File: config.mk
export PLATFORM = sky130hd
export DESIGN_NAME = rx_idle_timeout
export DESIGN_NICKNAME = d
export VERILOG_FILES = /design/src/rtl/rx_idle_timeout_pkg.sv /design/src/rtl/rx_idle_timeout_ctrl.sv /design/src/rtl/rx_idle_timeout_counter.sv /design/src/rtl/rx_idle_timeout_flag.sv /design/src/rtl/rx_idle_timeout.sv
export SDC_FILE = /design/constraint.sdc
export NUM_CORES = 1
export LEC_CHECK = 0
export BUFFER_PORTS_ARGS = -buffer_cell sky130_fd_sc_hd__clkbuf_2
export CAP_MARGIN = 20
export CORE_UTILIZATION = 60
export CTS_CLUSTER_SIZE = 10
export DETAILED_ROUTE_END_ITERATION = 16
export PLACE_DENSITY = 0.83
export SLEW_MARGIN = 10
export SYNTH_ARGS = -nofsm -noshare
export SYNTH_HDL_FRONTEND = slang
export SYNTH_SLANG_ARGS = --single-unit
File: constraint.sdc
create_clock -name clk -period 5.7 [get_ports clk]
set_input_delay 0.285 -clock clk [delete_from_list [all_inputs] [get_ports clk]]
set_output_delay 0.285 -clock clk [all_outputs]
set_load 0.005 [all_outputs]
File: src/rtl/rx_idle_timeout_pkg.sv
package rx_idle_timeout_pkg;

  // Per-cycle action applied to the idle counter.
  typedef enum logic [1:0] {
    CNT_HOLD  = 2'd0,
    CNT_CLEAR = 2'd1,
    CNT_STEP  = 2'd2
  } cnt_op_e;

endpackage

File: src/rtl/rx_idle_timeout_ctrl.sv
module rx_idle_timeout_ctrl
  import rx_idle_timeout_pkg::*;
#(
  parameter int W = 24
) (
  input  logic         enable_i,
  input  logic [W-1:0] limit_i,
  input  logic         tick_i,
  input  logic         fifo_nonempty_i,
  input  logic         byte_rcvd_i,
  input  logic         fifo_pop_i,
  input  logic [W-1:0] cnt_q,
  output cnt_op_e      op_o,
  output logic         fire_o
);

  logic         restart;
  logic         below;
  logic [W:0]   cnt_next;

  always_comb begin
    restart  = !enable_i || (limit_i == '0) || !fifo_nonempty_i
               || byte_rcvd_i || fifo_pop_i;
    below    = (cnt_q < limit_i);
    cnt_next = {1'b0, cnt_q} + {{W{1'b0}}, 1'b1};

    if (restart)             op_o = CNT_CLEAR;
    else if (tick_i && below) op_o = CNT_STEP;
    else                     op_o = CNT_HOLD;

    fire_o = !restart && tick_i && below && (cnt_next == {1'b0, limit_i});
  end

endmodule

File: src/rtl/rx_idle_timeout_counter.sv
module rx_idle_timeout_counter
  import rx_idle_timeout_pkg::*;
#(
  parameter int W = 24
) (
  input  logic         clk,
  input  logic         rst,
  input  cnt_op_e      op_i,
  output logic [W-1:0] cnt_q
);

  always_ff @(posedge clk) begin
    if (rst) begin
      cnt_q <= '0;
    end else begin
      unique case (op_i)
        CNT_CLEAR: cnt_q <= '0;
        CNT_STEP:  cnt_q <= cnt_q + 1'b1;
        default:   cnt_q <= cnt_q;
      endcase
    end
  end

endmodule

File: src/rtl/rx_idle_timeout_flag.sv
module rx_idle_timeout_flag (
  input  logic clk,
  input  logic rst,
  input  logic fire_i,
  input  logic clr_i,
  output logic irq_q
);

  // Setting has priority over clearing so no event is lost.
  always_ff @(posedge clk) begin
    if (rst)         irq_q <= 1'b0;
    else if (fire_i) irq_q <= 1'b1;
    else if (clr_i)  irq_q <= 1'b0;
  end

endmodule

File: src/rtl/rx_idle_timeout.sv
module rx_idle_timeout
  import rx_idle_timeout_pkg::*;
#(
  parameter int LIMIT_W = 24
) (
  input  logic               clk,
  input  logic               rst,
  input  logic               enable_i,
  input  logic [LIMIT_W-1:0] limit_i,
  input  logic               tick_i,
  input  logic               fifo_nonempty_i,
  input  logic               byte_rcvd_i,
  input  logic               fifo_pop_i,
  input  logic               irq_clr_i,
  output logic               irq_o
);

  cnt_op_e            op;
  logic               fire;
  logic [LIMIT_W-1:0] cnt_q;

  rx_idle_timeout_ctrl #(.W(LIMIT_W)) u_ctrl (
    .enable_i        (enable_i),
    .limit_i         (limit_i),
    .tick_i          (tick_i),
    .fifo_nonempty_i (fifo_nonempty_i),
    .byte_rcvd_i     (byte_rcvd_i),
    .fifo_pop_i      (fifo_pop_i),
    .cnt_q           (cnt_q),
    .op_o            (op),
    .fire_o          (fire)
  );

  rx_idle_timeout_counter #(.W(LIMIT_W)) u_cnt (
    .clk   (clk),
    .rst   (rst),
    .op_i  (op),
    .cnt_q (cnt_q)
  );

  rx_idle_timeout_flag u_flag (
    .clk    (clk),
    .rst    (rst),
    .fire_i (fire),
    .clr_i  (irq_clr_i),
    .irq_q  (irq_o)
  );

endmodule

==> impl_metrics.toml <==
[finish]
syn2layout_area_growth_pct = 9.24
final_area_um2 = 2680
num-fill-cells = 319
final_nets = 401
mostFrequentLayoutCell = "xnor2_1"
drive_above_1_share = 0.137
layout_common_cells = "xnor2_1, clkbuf_2, inv_1, nor2_1"
antenna_cells = 0

[yosys]
yosys.area.top_type = "dfxtp_1"
synthCells = 317
ys_types = 45
syn-cell-area_um2 = 2450
ys_seq_elements = 25
synth_area_leaders = "dfxtp_1, xnor2_1, ha_1"
synth_edf_count = 0
yosys_warnings = 0
avgSynthCellArea_um2 = 7.73
seq_area_frac_synth = 0.204
synth_top_area_share = 0.204
synth_top_flop_cell = "dfxtp_1"
syn_nets = 374
async_flop_share = 0

[routing]
antenna_left = 0
via_per_inst = 6.07
vias = 2374
firstDrtPassIters = 5
wire_per_inst_um = 14.8
drc = 0
drt_iter0_markers = 162
wirelength_um = 5770

[worst_setup_path]
cp.arrival_ns = 3.53
critical_path_required_ns = 5.90
reg2reg_depth = 8
timing.rr.end = "u_flag.irq_q"
worst_setup_path_start_kind = "flop"
timing.rr.start = "u_cnt.cnt_q[9]"
worstPathMaxFanout = 19
worstSetupEndpointType = "flop"
path_class = "flop to flop"
r2r_setup_slack_ns = 2.37

[placement]
port_buffers = 32
dp_hpwl_um = 4640
gp_congestion = 0.905
post_dp_cell_area_um2 = 2630

[hold_path]
min_from = "irq_clr_i"
hold_path_class = "primary input to flop"
min_to = "u_flag.irq_q"
hold_depth = 4

[power_and_ir_drop]
power_density_nw_per_um2 = 127
power_switching_mw = 0.0907
ir_drop_uv = 99.8
clock_power_share = 0.323
power_frac_seq = 0.514
switching_share = 0.267
p_leak_nw = 1.01
combPwrFrac = 0.163
p_int_mw = 0.249

[grt]
track_usage = 0.283
grt_pass1_wl_um = 9460
grt_max_degree = 25
antenna_found_initial = 0
overflow = 0
grt_pass1_vias = 2098

[clock_network]
clk_latency_ns = 0.27
cts_buffers = 3
postCtsSetupRepairBufs = 0
cts_buffer_depth = 2
cts_hold_repair.buffers = 0
cts-resized-gates = 0
cts.htree.levels = 1
cts.root.buffer_cell = "clkbuf_8"
clkTransAtPathRegs_ns = 0.09
tritoncts = "built"
clkSinkCount = 25

[floorplanning]
start_util = 0.645
die_area_um2 = 4340
core_um2 = 3800
rows = 22
num_io_pins = 33
fp.dieW_um = 65.9
fp.dieH_um = 65.9

[sta]
finalSetupTns_ns = 0
final-setup-viol-count = 0
slew-limit-headroom = 0.444
period_share = 0.584
finalClockSkew_ns = 0.00265
slew_violations = 0
rsz0062_at_grt = "false"
fmax_ghz = 0.300
worstMarginPinSlew_ns = 0.834
hold_viol = 0
whs_ns = 0.280
finalCriticalPeriod_ns = 3.33

[run]
cap_violations = 0

[run_status]
status = "completed"
-- worst max-delay path: stages (launching register included) --
cell and delay, ns:
dfxtp_1 0.55, ha_1 0.32, a21oi_1 0.14, o21ai_0 0.12
nand2_1 0.11, nand4b_1 0.64, or2_1 0.61, or4_1 0.55
o31ai_1 0.23
-- area by class of cell --
cell class | instances | area, um2 | share of cell area
clock buffer | 4 | 45.0 | 0.0168
sequential | 25 | 500 | 0.187
inverter | 29 | 109 | 0.0407
timing repair buffer | 34 | 175 | 0.0654
tap | 48 | 60.1 | 0.0224
multi-input combinational | 251 | 1790 | 0.668
-- worst max-delay path by stage --
| stage | start | cells past startpoint | slack [ns] | to |
|---|---|---|---|---|
| after floorplan | u_cnt.cnt_q[1] | 8 | 3.24 | u_flag.irq_q |
| after global placement | u_cnt.cnt_q[9] | 8 | 2.52 | u_flag.irq_q |
| after detailed placement | u_cnt.cnt_q[9] | 8 | 2.46 | u_flag.irq_q |
| after CTS | u_cnt.cnt_q[9] | 8 | 2.43 | u_flag.irq_q |
| after global routing | u_cnt.cnt_q[9] | 8 | 2.21 | u_flag.irq_q |
| final | u_cnt.cnt_q[9] | 8 | 2.37 | u_flag.irq_q |
-- state kept, by name, indices dropped and copies added, names as in the netlist --
signal / count
u_cnt.cnt_q: 24
u_flag.irq_q: 1
-- power by group through the flow --
| stage | Clock (mW) | Combinational [mW] | Sequential [mW] |
|---|---|---|---|
| final | 0.110 | 0.0553 | 0.175 |
| after floorplan | 0 | 0.0314 | 0.179 |
| after global routing | 0.118 | 0.0614 | 0.175 |
| after detailed placement | 0 | 0.0549 | 0.179 |
| after CTS | 0.110 | 0.0552 | 0.175 |
| after global placement | 0 | 0.0534 | 0.179 |
-- synthesized netlist by cell type (all sizes together) (3+ instances only) --
cell	number
xnor2	49
inv	29
nor2	27
dfxtp	25
ha	25
nand2	19
nor4	19
o21ai	16
a21oi	13
nand3	13
nand4	12
nor3	11
clkbuf	7
xor2	7
and3	5
buf	5
or3	5
or2	4
a211oi	3
-- cell families (layout without fill, tap and decap cells) --
logic type | after synthesis | after routing | share of synthesized area
AND/OR/NAND/NOR | 125 | 125 | 0.283
AO/OA/AOI/OAI | 44 | 44 | 0.114
XOR/XNOR | 56 | 56 | 0.200
buffers and inverters | 41 | 67 | 0.0664
flip-flops | 25 | 25 | 0.204
adder cells (fa/ha/maj) | 25 | 25 | 0.128
multiplexers | 1 | 1 | 0.00408
-- per-stage QoR --
stage               power [mW]  instances  setup slack [ns]   util
finish                   0.340        391              2.37  0.705
global route             0.354        391              2.21  0.705
CTS                      0.340        391              2.43  0.705
detailed placement       0.234        387              2.46  0.693
global placement         0.232        387              2.52  0.693
floorplan                0.210        317              3.24      -
-- metal layers --
metal	vias up	part of all wire	track usage	wire length, um
met5	-	0	0	0
met4	0	0.023	0.0978	133
met3	13	0.063	0.0293	364
met2	92	0.45	0.478	2610
met1	1090	0.46	0.370	2660
li1	1179	-	-	-
Power figures use the tool's default switching activity.
